[config.mk]
export PLATFORM = sky130hd
export DESIGN_NAME = mdio_mgmt_top
export DESIGN_NICKNAME = d
export VERILOG_FILES = /design/src/rtl/mdio_mgmt_pkg.sv /design/src/rtl/mdio_clk_div.sv /design/src/rtl/mdio_frame_seq.sv /design/src/rtl/mdio_mgmt_top.sv
export SDC_FILE = /design/constraint.sdc
export NUM_CORES = 1
export LEC_CHECK = 0
export ABC_AREA = 0
export CORE_MARGIN = 2
export CORE_UTILIZATION = 30
export CTS_CLUSTER_DIAMETER = 100
export CTS_CLUSTER_SIZE = 20
export DETAILED_ROUTE_END_ITERATION = 8
export PLACE_DENSITY_LB_ADDON = 0.1
export SYNTH_ARGS = -nofsm -noshare
export SYNTH_HDL_FRONTEND = slang
export SYNTH_SLANG_ARGS = --single-unit
export TNS_END_PERCENT = 10
[constraint.sdc]
create_clock -name clk -period 1.96 [get_ports clk]
set_input_delay 0.294 -clock clk [delete_from_list [all_inputs] [get_ports clk]]
set_output_delay 0.294 -clock clk [all_outputs]
set_load 0.01 [all_outputs]
[src/rtl/mdio_mgmt_pkg.sv]
package mdio_mgmt_pkg;
    localparam logic [7:0] OFS_PHY  = 8'h6C;
    localparam logic [7:0] OFS_CTRL = 8'h70;
    localparam logic [7:0] OFS_REG  = 8'h71;
    localparam logic [7:0] OFS_DATA = 8'h72;
    localparam int CTRL_RD_BIT = 6;
    localparam int CTRL_WR_BIT = 5;
    localparam int FRAME_BITS  = 64;
    localparam logic [5:0] TA_IDX   = 6'd46;
    localparam logic [5:0] DATA_IDX = 6'd48;
    localparam logic [5:0] LAST_IDX = 6'd63;

    typedef struct packed {
        logic [4:0]  phy;
        logic [4:0]  regad;
        logic [15:0] data;
        logic        rd;
        logic        wr;
    } win_regs_t;
endpackage

[src/rtl/mdio_clk_div.sv]
module mdio_clk_div #(
    parameter int HALF_DIV = 4
) (
    input  logic clk,
    input  logic rst_n,
    input  logic run,
    output logic mdc,
    output logic rise_stb,
    output logic fall_stb
);
    localparam int CW = (HALF_DIV > 1) ? $clog2(HALF_DIV) : 1;
    localparam logic [CW-1:0] CNT_TOP = CW'(HALF_DIV - 1);

    typedef struct packed {
        logic [CW-1:0] cnt;
        logic          mdc;
    } div_t;

    div_t div_d, div_q;

    always_comb begin
        div_d    = div_q;
        rise_stb = 1'b0;
        fall_stb = 1'b0;
        if (!run) begin
            div_d.cnt = '0;
            div_d.mdc = 1'b0;
        end else if (div_q.cnt == CNT_TOP) begin
            div_d.cnt = '0;
            div_d.mdc = ~div_q.mdc;
            rise_stb  = ~div_q.mdc;
            fall_stb  = div_q.mdc;
        end else begin
            div_d.cnt = div_q.cnt + 1'b1;
        end
    end

    always_ff @(posedge clk or negedge rst_n) begin
        if (!rst_n) div_q <= '0;
        else        div_q <= div_d;
    end

    assign mdc = div_q.mdc;
endmodule

[src/rtl/mdio_frame_seq.sv]
module mdio_frame_seq
    import mdio_mgmt_pkg::*;
(
    input  logic        clk,
    input  logic        rst_n,
    input  logic        start,
    input  logic        is_read,
    input  logic [4:0]  phy,
    input  logic [4:0]  regad,
    input  logic [15:0] wdata,
    input  logic        rise_stb,
    input  logic        fall_stb,
    input  logic        mdio_i,
    output logic        busy,
    output logic        done,
    output logic [15:0] rdata,
    output logic        mdio_o,
    output logic        mdio_oe
);
    typedef struct packed {
        logic                  busy;
        logic                  rd;
        logic [5:0]            idx;
        logic [FRAME_BITS-1:0] frame;
        logic [15:0]           rdata;
    } seq_t;

    seq_t seq_d, seq_q;

    always_comb begin
        seq_d = seq_q;
        done  = 1'b0;
        if (!seq_q.busy) begin
            if (start) begin
                seq_d.busy  = 1'b1;
                seq_d.rd    = is_read;
                seq_d.idx   = '0;
                seq_d.rdata = '0;
                seq_d.frame = {{32{1'b1}}, 2'b01,
                               is_read ? 2'b10 : 2'b01,
                               phy, regad,
                               is_read ? 2'b11 : 2'b10,
                               is_read ? 16'hFFFF : wdata};
            end
        end else begin
            if (rise_stb && seq_q.rd && (seq_q.idx >= DATA_IDX))
                seq_d.rdata = {seq_q.rdata[14:0], mdio_i};
            if (fall_stb) begin
                if (seq_q.idx == LAST_IDX) begin
                    seq_d.busy = 1'b0;
                    done       = 1'b1;
                end else begin
                    seq_d.idx   = seq_q.idx + 6'd1;
                    seq_d.frame = {seq_q.frame[FRAME_BITS-2:0], 1'b1};
                end
            end
        end
    end

    always_ff @(posedge clk or negedge rst_n) begin
        if (!rst_n) seq_q <= '0;
        else        seq_q <= seq_d;
    end

    assign busy    = seq_q.busy;
    assign rdata   = seq_q.rdata;
    assign mdio_o  = seq_q.busy ? seq_q.frame[FRAME_BITS-1] : 1'b1;
    assign mdio_oe = seq_q.busy && !(seq_q.rd && (seq_q.idx >= TA_IDX));
endmodule

[src/rtl/mdio_mgmt_top.sv]
module mdio_mgmt_top
    import mdio_mgmt_pkg::*;
#(
    parameter int HALF_DIV = 4
) (
    input  logic        clk,
    input  logic        rst_n,
    input  logic [7:0]  bus_addr,
    input  logic [15:0] bus_wdata,
    input  logic        bus_we,
    output logic [15:0] bus_rdata,
    output logic        mdc,
    output logic        mdio_o,
    output logic        mdio_oe,
    input  logic        mdio_i
);
    win_regs_t win_d, win_q;
    logic        start;
    logic        start_rd;
    logic        seq_busy;
    logic        seq_done;
    logic [15:0] seq_rdata;
    logic        rise_stb;
    logic        fall_stb;
    logic        cmd_rd;
    logic        cmd_wr;

    always_comb begin
        win_d    = win_q;
        start    = 1'b0;
        start_rd = bus_wdata[CTRL_RD_BIT];
        if (bus_we) begin
            case (bus_addr)
                OFS_PHY:  win_d.phy   = bus_wdata[4:0];
                OFS_REG:  win_d.regad = bus_wdata[4:0];
                OFS_DATA: win_d.data  = bus_wdata;
                OFS_CTRL: begin
                    if (!(win_q.rd || win_q.wr)) begin
                        if (bus_wdata[CTRL_RD_BIT]) begin
                            win_d.rd = 1'b1;
                            start    = 1'b1;
                        end else if (bus_wdata[CTRL_WR_BIT]) begin
                            win_d.wr = 1'b1;
                            start    = 1'b1;
                        end
                    end
                end
                default: ;
            endcase
        end
        if (seq_done) begin
            win_d.rd = 1'b0;
            win_d.wr = 1'b0;
            if (win_q.rd) win_d.data = seq_rdata;
        end
    end

    always_ff @(posedge clk or negedge rst_n) begin
        if (!rst_n) win_q <= '0;
        else        win_q <= win_d;
    end

    always_comb begin
        case (bus_addr)
            OFS_PHY:  bus_rdata = {11'd0, win_q.phy};
            OFS_REG:  bus_rdata = {11'd0, win_q.regad};
            OFS_DATA: bus_rdata = win_q.data;
            OFS_CTRL: bus_rdata = {9'd0, win_q.rd, win_q.wr, 5'd0};
            default:  bus_rdata = 16'd0;
        endcase
    end

    assign cmd_rd = win_q.rd;
    assign cmd_wr = win_q.wr;

    mdio_clk_div #(.HALF_DIV(HALF_DIV)) u_div (
        .clk      (clk),
        .rst_n    (rst_n),
        .run      (seq_busy),
        .mdc      (mdc),
        .rise_stb (rise_stb),
        .fall_stb (fall_stb)
    );

    mdio_frame_seq u_seq (
        .clk      (clk),
        .rst_n    (rst_n),
        .start    (start),
        .is_read  (start_rd),
        .phy      (win_q.phy),
        .regad    (win_q.regad),
        .wdata    (win_q.data),
        .rise_stb (rise_stb),
        .fall_stb (fall_stb),
        .mdio_i   (mdio_i),
        .busy     (seq_busy),
        .done     (seq_done),
        .rdata    (seq_rdata),
        .mdio_o   (mdio_o),
        .mdio_oe  (mdio_oe)
    );
endmodule

==> results of run 1 <==
power groups by stage:
stage / clock network, W / registers [W] / logic [W]
after global placement: 0 / 0.00263 / 0.000293
after detailed placement: 0 / 0.00263 / 0.000299
after floorplan: 0 / 0.00260 / 0.000121
after global routing: 0.00335 / 0.00259 / 0.000327
after CTS: 0.00323 / 0.00258 / 0.000296
final: 0.00314 / 0.00258 / 0.000288
layout make-up:
cell class	instances	area (um2)	share of cell area, %
sequential	119	2979	43.06
multi-input combinational	367	2137	30.89
timing repair buffer	85	843.3	12.19
clock buffer	22	484.2	6.998
tap	225	281.5	4.069
clock inverter	10	118.9	1.718
inverter	20	75.07	1.085
cell usage in the layout, fill, tap and decap left out, types with 2 or more instances in the layout:
cell             instances
a21o_1                   2
and3_1                   4
dfrtp_1                118
buf_2                   14
a31oi_1                  3
mux2_4                   5
nor4_2                   2
a22o_1                   2
mux2_2                   5
clkbuf_16               17
a22oi_1                 10
nor2_1                  51
clkdlybuf4s50_1         20
clkinv_4                 2
nand4_1                  4
or3_1                    2
a21oi_1                 20
clkinv_2                 2
clkinvlp_4               3
a2bb2oi_1                5
buf_4                   26
inv_1                   20
ha_1                     2
a222oi_1                 5
dlygate4sd2_1           10
xnor2_1                  3
nand2b_1                 2
and2_1                  10
nand3_1                 38
a221o_1                 14
bufinv_16                2
o21ai_0                 33
buf_12                  12
mux2i_1                 18
nand2_1                109
clkbuf_8                 4
Yosys cell counts, types with 3 or more instances:
library cell  count  area, um2
dfrtp_1         119       2978
nand2_1         109      409.1
nor2_1           51      191.4
nand3_1          38      190.2
o21ai_0          33      165.2
a21oi_1          20      100.1
clkbuf_1         20      75.07
inv_1            20      75.07
mux2i_1          18      180.2
a221o_1          14      140.1
buf_2            12      60.06
a22oi_1          10      75.07
and2_1           10      62.56
a222oi_1          5      50.05
a2bb2oi_1         5      43.79
and3_1            5      31.28
mux2_2            5      56.30
mux2_4            5      75.07
buf_4             4      30.03
nand4_1           4      25.02
a31oi_1           3      18.77
xnor2_1           3      26.28
cell families after synthesis:
| family | count (synthesis) | share of synthesized area [%] |
|---|---|---|
| simple gates | 236 | 20.43 |
| flops | 119 | 55.82 |
| compound gates | 98 | 12.38 |
| buf+inv | 57 | 4.573 |
| mux | 28 | 5.839 |
| xor+xnor | 3 | 0.4926 |
| fa+ha+maj | 2 | 0.4690 |
sequential cells by signal, summed over array words and instances (netlist names):
register,count
cmd_rd,1
cmd_wr,1
u_div.div_q,2
u_div.mdc,1
u_seq.busy,1
u_seq.rdata,16
u_seq.seq_q,71
win_q,26
per-layer routing:
metal	vias to the layer above	GRT usage, %	routed length (um)
met5	-	0	0
met4	0	4.525	80
met3	7	4.305	449
met2	74	24.57	6380
met1	2057	22.21	6745
li1	2006	-	-
through the flow:
step	utilization (%)	total power, W	instances	hold WS [ns]
global placement	36.53	0.002920	813	0.3163
floorplan	-	0.002724	543	-0.001591
global route	39.86	0.006272	848	0.4668
CTS	40.02	0.006107	847	0.4202
detailed placement	36.53	0.002926	813	0.3204
finish	39.86	0.006011	848	0.4158
worst paths after layout:
kind | from | end | slack, ns | cells after the start
max reg2reg | u_seq.seq_q[80]$_DFFE_PN0P_ | u_seq.seq_q[17]$_DFFE_PN0P_ | 0.18 | 6
min | rst_n | u_seq.seq_q[84]$_DFFE_PN0P_ | 0.42 | 2
max | bus_addr[5] | bus_rdata[3] | 0.08 | 7
max in group asynchronous | rst_n | u_seq.seq_q[26]$_DFFE_PN0P_ | 0.92 | 3
min reg2reg | u_div.div_q[1]$_DFF_PN0_ | u_div.div_q[1]$_DFF_PN0_ | 0.42 | 1
min in group clk | u_div.div_q[1]$_DFF_PN0_ | u_div.div_q[1]$_DFF_PN0_ | 0.42 | 1
timing repair:
item / 4_1_cts / 5_1_grt
setup endpoints to repair: 17 / 11
hold endpoints to repair: 32 / 0
hold buffers: 1 / 0
buffers inserted: 0 / 1
pin swaps: 7 / 3
resized for setup: 64 / 7
gates cloned: 1 / 0
worst reg2reg max path: stages (launching register included):
cell     delay, ns
dfrtp_1       0.38
ha_1          0.21
and3_1        0.30
a21oi_4       0.23
nor2_2        0.08
buf_12        0.15
a221o_1       0.30
==> reports/metrics.cfg, run 1 <==
[critical_path]
arrival_ns = 1.58
max_stage_delay_ns = 0.25
crit_buf_inv = 4
cp_top_family = buffers and inverters
worst_ep_required_time_ns = 1.67
cp_cell_sequence = dlygate4sd2_1, and4bb_2, and3_4, buf_16, a222oi_1, inv_1, buf_2
crit_type = primary input to output port
path_max_fanout = 7
worst_setup_path_end_kind = output port
critPathLaunchType = primary input
slowest_stage = dlygate4sd2_1

[routing]
drt_iter0_drc = 306
vias_per_cell = 4.887
wl_per_cell_um = 16.10
wl_mm = 13.66
num_vias = 4144
drc = 0
drt_first_pass_iters = 5
ant_nets = 0

[timing]
worst_pin_slew_ns = 0.5488
max_freq_mhz = 532.8
setup_viol = 0
fin_crit_ns = 1.877
skew_ns = 0.008605
slew_viol_final = 0
fin_ws_ns = 0.08315
hold_viol = 0
fin_crit_sh_pct = 95.76
setup_tns_ns = 0
slew_headroom_pct = 63.41

[power]
p_clk_share_pct = 52.2
pwr-share-seq_pct = 43.0
power.switching_w = 0.001335
p_per_area_nw_per_um2 = 868.8
peakVddDrop_v = 0.0006946
p_leak_nw = 3.233
switching_share_pct = 22.21
p_comb_share_pct = 4.8
internal-power_w = 0.004676

[floorplan]
row_count = 48
dieArea_um2 = 18870
fp.coreArea_um2 = 17360
initial_utilization_pct = 30.74
die_x_um = 137.4
io-pin-count = 47
die_h_um = 137.4

[synthesis]
ys_types = 46
async_flop_share_pct = 100.0
avgSynthCellArea_um2 = 9.825
synth_seq_area_share_pct = 55.82
netlist_area_um2 = 5335
synthCells = 543
synth_nets = 573
synth_ff_type = dfrtp_1
synth-edff-count = 0
synth_seq_cells = 119
ys.warnings.count = 0

[place]
io_buffer_count = 46
gp_congestion = 0.7460
dpl_worst_slack_ns = -0.5469
postPlaceCellArea_um2 = 6340
hpwl_mm = 8.943

[clock_tree]
cts_buffer_depth = 2
htreeDepth = 4
clk_latency_ns = 0.41
cts_buffers = 17
root_buffer = clkbuf_16
clk_pin_slew_worst_paths_ns = 0.05
cts_tree = built
clkSinkCount = 119

[grt]
first_global_vias = 4255
grt_pass1_wl_mm = 22.93
grt_max_degree = 47
grt_remaining_overflow = 0
grt.total_usage_pct = 16.00
grt_antenna_before_repair = 0

[min_path]
worst_hold_path_type = primary input to async pin

[finish]
n_antenna_cell = 0
fin_area_um2 = 6919
syn_to_final_growth_pct = 29.69
nets = 640
fill_cells = 1740
drive_gt1_share_pct = 17.01

[flow_run]
maxCapViolations = 0

[outcome]
status = finished clean

Note: power is estimated with default switching activity, not from simulation.
==> run 2, diff against run 1 <==
--- a/config.mk
+++ b/config.mk
@@ -12,6 +12,7 @@
 export CTS_CLUSTER_SIZE = 20
 export DETAILED_ROUTE_END_ITERATION = 8
 export PLACE_DENSITY_LB_ADDON = 0.1
+export SKIP_LAST_GASP = 1
 export SYNTH_ARGS = -nofsm -noshare
 export SYNTH_HDL_FRONTEND = slang
 export SYNTH_SLANG_ARGS = --single-unit
==> reports/metrics.cfg, run 2 (synthesized netlist as in run 1, its figures left out) <==
[finish]
final_common_cell = dfrtp_1
syn_to_final_growth_pct = 30.21
top_register = u_seq.seq_q
most-common-layout-cells = dfrtp_1 (118), nand2_1 (109), nor2_1 (51), nand3_1 (38), o21ai_0 (33)
postLayoutCoreUtil_pct = 40.02
n_antenna_cell = 0
largest_reg_flops = 71
fill_cells = 1729
nets = 640
drive_gt1_share_pct = 17.17

[min_path]
worst_hold_path_type = primary input to async pin

[floorplan]
dieArea_um2 = 18870
row_count = 48
die_h_um = 137.4
fp.coreArea_um2 = 17360
die_x_um = 137.4
initial_utilization_pct = 30.74
io-pin-count = 47

[timing]
rsz0062_at_grt = yes
hold_slack_ns = 0.4181
hold_viol = 0
skew_ns = 0.01033
fin_crit_ns = 1.934
fin_crit_sh_pct = 98.66
fin_ws_ns = 0.02623
max_freq_mhz = 517.1
slew_viol_final = 0
slew_headroom_pct = 63.65
worst_pin_slew_ns = 0.5452
setup_viol = 0

[grt]
grt.total_usage_pct = 16.00
grt_remaining_overflow = 0
grt_antenna_before_repair = 0
grt_max_degree = 47
grt_pass1_wl_mm = 22.93
first_global_vias = 4255

[routing]
wl_mm = 13.63
ant_nets = 0
drt_iter0_drc = 292
drt_first_pass_iters = 5
vias_per_cell = 4.869
wl_per_cell_um = 16.08
num_vias = 4129
drc = 0

[place]
hpwl_mm = 8.943
io_buffer_count = 46
gp_congestion = 0.7460
dpl_worst_slack_ns = -0.5469

[clock_tree]
htreeDepth = 4
clk_pin_slew_worst_paths_ns = 0.05
clk_latency_ns = 0.41
cts_buffer_depth = 2
cts_tree = built
clkSinkCount = 119
cts_buffers = 17
root_buffer = clkbuf_16

[flow_run]
maxCapViolations = 0

[critical_path]
slowest_stage = dlygate4sd2_1
cp_cell_sequence = dlygate4sd2_1, buf_4, nor3b_4, and3_4, buf_12, and2_1, clkdlybuf4s15_2
path_depth = 7
critPathLaunchType = primary input
arrival_ns = 1.64
cp_top_family = buffers and inverters
max_stage_delay_ns = 0.26
crit_start = bus_addr[3]
worst_setup_path_end_kind = output port
path_max_fanout = 7
r2r-start = u_seq.seq_q[80]$_DFFE_PN0P_
worst-r2r-cell-count = 6
worst_ep_required_time_ns = 1.67
crit_buf_inv = 4
crit_type = primary input to output port

[power]
peakVddDrop_v = 0.0006873
p_per_area_nw_per_um2 = 864.9
p_leak_nw = 3.234
finalPower_w = 0.006008

[outcome]
status = finished clean

-- run 2: cell count changes in the layout (fill, tap and decap cells not counted), sizes merged --
cell / delta
dlymetal6s2s: +1
dlygate4sd2: -3
buf: -3
clkdlybuf4s15: +5
-- run 2: what timing repair did --
item,CTS,global route
gates cloned,1,0
buffers inserted,0,1
gates resized for setup,63,8
endpoints found under the hold margin,32,0
pin swaps,7,4
hold buffers,1,0
setup endpoints to repair,17,16
-- run 2: final cells by class --
type                            count  area, um2  area share [%]
Tap cell                          225      281.5           4.053
Sequential cell                   119       2979           42.89
Multi-Input combinational cell    367       2140           30.80
Clock buffer                       22      484.2           6.970
Clock inverter                     10      118.9           1.711
Timing Repair Buffer               85      868.3           12.50
Inverter                           20      75.07           1.081
-- run 2: worst paths after layout --
| kind | endpoint | slack, ns |
|---|---|---|
| min in group clk | u_div.div_q[1]$_DFF_PN0_ | 0.42 |
| worst min-delay path | u_seq.seq_q[84]$_DFFE_PN0P_ | 0.42 |
| worst min register to register | u_div.div_q[1]$_DFF_PN0_ | 0.42 |
| worst max register to register | u_seq.seq_q[19]$_DFFE_PN0P_ | 0.18 |
| max in group asynchronous | u_seq.rdata[8]$_DFFE_PN0P_ | 0.93 |
| worst max-delay path | bus_rdata[12] | 0.03 |
-- run 2: per-stage QoR --
stage | instance area [um2] | setup TNS, ns | instances
5_1_grt | 6947 | -0.09035 | 848
2_1_floorplan | 5335 | 0 | 543
4_1_cts | 6948 | -0.8983 | 847
3_3_place_gp | 6340 | -17.10 | 813
6_report | 6947 | 0 | 848
3_5_place_dp | 6340 | -16.15 | 813
-- run 2: report_power, final --
part	switching (W)	internal (W)	total (W)
Sequential	0.0000592	0.00253	0.00258
Combinational	0.000145	0.000144	0.000290
Clock	0.00113	0.00201	0.00313
-- run 2: routing by layer --
layer  GRT usage [%]  wire (um)  vias up
met2           24.57       6440       73
met5               0          0        -
met1           22.21       6572     2044
met3           4.305        557        4
met4           4.525         61        0
li1                -          -     2008
-- run 2: worst reg2reg max path, cell delays in order, from the launching register on --
cell and delay [ns]:
dfrtp_1 0.38, ha_1 0.21, and3_1 0.30, a21oi_4 0.23
nor2_2 0.08, buf_12 0.15, a221o_1 0.30
==> run 3, diff against run 2 <==
--- a/config.mk
+++ b/config.mk
@@ -7,7 +7,7 @@
 export LEC_CHECK = 0
 export ABC_AREA = 0
 export CORE_MARGIN = 2
-export CORE_UTILIZATION = 30
+export CORE_UTILIZATION = 57
 export CTS_CLUSTER_DIAMETER = 100
 export CTS_CLUSTER_SIZE = 20
 export DETAILED_ROUTE_END_ITERATION = 8
==> reports/metrics.cfg, run 3 (synthesized netlist as in run 1, its figures left out) <==
[finish]
final_common_cell = dfrtp_1
top_register = u_seq.seq_q
drive_gt1_share_pct = 15.30
largest_reg_flops = 71
n_antenna_cell = 0
fin_area_um2 = 6715
nets = 639
syn_to_final_growth_pct = 25.87
most-common-layout-cells = dfrtp_1 (118), nand2_1 (109), nor2_1 (51), nand3_1 (38), o21ai_0 (33)
finalNonFillerCells = 732

[routing]
drt_first_pass_iters = 5
ant_nets = 0
wl_mm = 12.70
drt_iter0_drc = 350
num_vias = 4295
vias_per_cell = 5.867
wl_per_cell_um = 17.34
drc = 0

[floorplan]
die_x_um = 100.7
initial_utilization_pct = 58.29
row_count = 35
fp.coreArea_um2 = 9153
dieArea_um2 = 10150
die_h_um = 100.7
io-pin-count = 47

[grt]
first_global_vias = 4253
grt_max_degree = 51
grt_antenna_before_repair = 0
grt_remaining_overflow = 0
grt_pass1_wl_mm = 21.27
grt.total_usage_pct = 27.46

[clock_tree]
clk_latency_ns = 0.51
cts_tree = built
clk_pin_slew_worst_paths_ns = 0.06
clkSinkCount = 119
root_buffer = clkbuf_8
htreeDepth = 4
cts_buffer_depth = 2
cts_buffers = 17

[place]
io_buffer_count = 46
dpl_worst_slack_ns = -0.5808
numPlacedInstances = 698
hpwl_mm = 8.185
gp_congestion = 0.8448
postPlaceCellArea_um2 = 6165

[timing]
setup_viol = 0
hold_viol = 0
fin_crit_sh_pct = 98.17
slew_headroom_pct = 63.34
skew_ns = 0.009538
worst_pin_slew_ns = 0.5499
fin_ws_ns = 0.03585
rsz0062_at_grt = yes
max_freq_mhz = 519.7
fin_crit_ns = 1.924
slew_viol_final = 0

[critical_path]
crit_type = register to output port
path_max_fanout = 8
worst_setup_path_end_kind = output port
critPathLaunchType = register
arrival_ns = 1.63
worst_ep_required_time_ns = 1.67

[power]
internal-power_w = 0.004483
peakVddDrop_v = 0.0006532
p_per_area_nw_per_um2 = 855.2
p_comb_share_pct = 5.0
power.switching_w = 0.001259
p_leak_nw = 3.243
pwr-share-seq_pct = 45.0
p_clk_share_pct = 50.0
switching_share_pct = 21.93

[outcome]
status = finished clean

[flow_run]
maxCapViolations = 0

[min_path]
worst_hold_path_type = primary input to async pin

run 3: cell count changes in the layout (fill, tap and decap cells not counted), sizes merged:
cell	delta
dlygate4sd2	+8
buf	-7
inv	-1
clkdlybuf4s15	-4
dlymetal6s2s	+2
clkinv	+2
clkinvlp	-1
clkbuf	-1
run 3: power by group through the flow:
stage	registers [W]	clock network [W]	logic (W)
2_1_floorplan	0.00260	0	0.000121
3_3_place_gp	0.00262	0	0.000278
3_5_place_dp	0.00262	0	0.000289
4_1_cts	0.00258	0.00291	0.000290
5_1_grt	0.00259	0.00301	0.000320
6_report	0.00258	0.00287	0.000286
run 3: what timing repair did:
item                                   CTS  global route
setup endpoints to repair               18            33
pin swaps                                6             1
endpoints found under the hold margin   39             0
buffers inserted                         2             0
hold buffers                             1             0
gates resized for setup                 39             8
run 3: critical path, cell delays in order (launching register included):
cell and delay [ns]:
dfrtp_2 0.48, nand2b_1 0.10, clkdlybuf4s50_1 0.53
run 3: through the flow:
step           total power, W  util, %  hold WS (ns)  TNS [ns]
6_report             0.005743    73.37        0.3020         0
5_1_grt              0.005925    73.37        0.3361  -0.08565
4_1_cts              0.005780    73.15        0.3024    -1.661
3_5_place_dp         0.002912    67.35        0.3136    -24.29
3_3_place_gp         0.002899    67.35        0.3052    -20.21
2_1_floorplan        0.002724        -     -0.001591         0
run 3: final timing paths:
check	to	slack [ns]	from	cells past startpoint
setup / recovery	mdio_o	0.04	u_seq.busy$_DFF_PN0_	2
hold / removal	u_div.div_q[1]$_DFF_PN0_	0.30	rst_n	2
setup reg to reg	u_seq.seq_q[85]$_DFFE_PN0P_	0.19	u_seq.seq_q[80]$_DFFE_PN0P_	5
hold reg to reg	u_div.div_q[1]$_DFF_PN0_	0.43	u_div.div_q[1]$_DFF_PN0_	1
max in group asynchronous	win_q[23]$_DFFE_PN0P_	0.98	rst_n	3
min in group clk	u_seq.rdata[0]$_DFFE_PN0P_	0.35	mdio_i	3
run 3: cell type report:
cell class,instances,area [um2]
Inverter,20,75.07
Fill cell,682,2437
Sequential cell,119,2979
Clock inverter,10,105.1
Multi-Input combinational cell,367,2141
Tap cell,111,138.9
Timing Repair Buffer,84,837.1
Clock buffer,21,439.2
run 3: per-layer routing:
metal	share of wire [%]	track usage [%]
met1	43	37.05
met2	50	43.13
met3	5.1	7.490
met4	1.9	9.589
met5	0	0
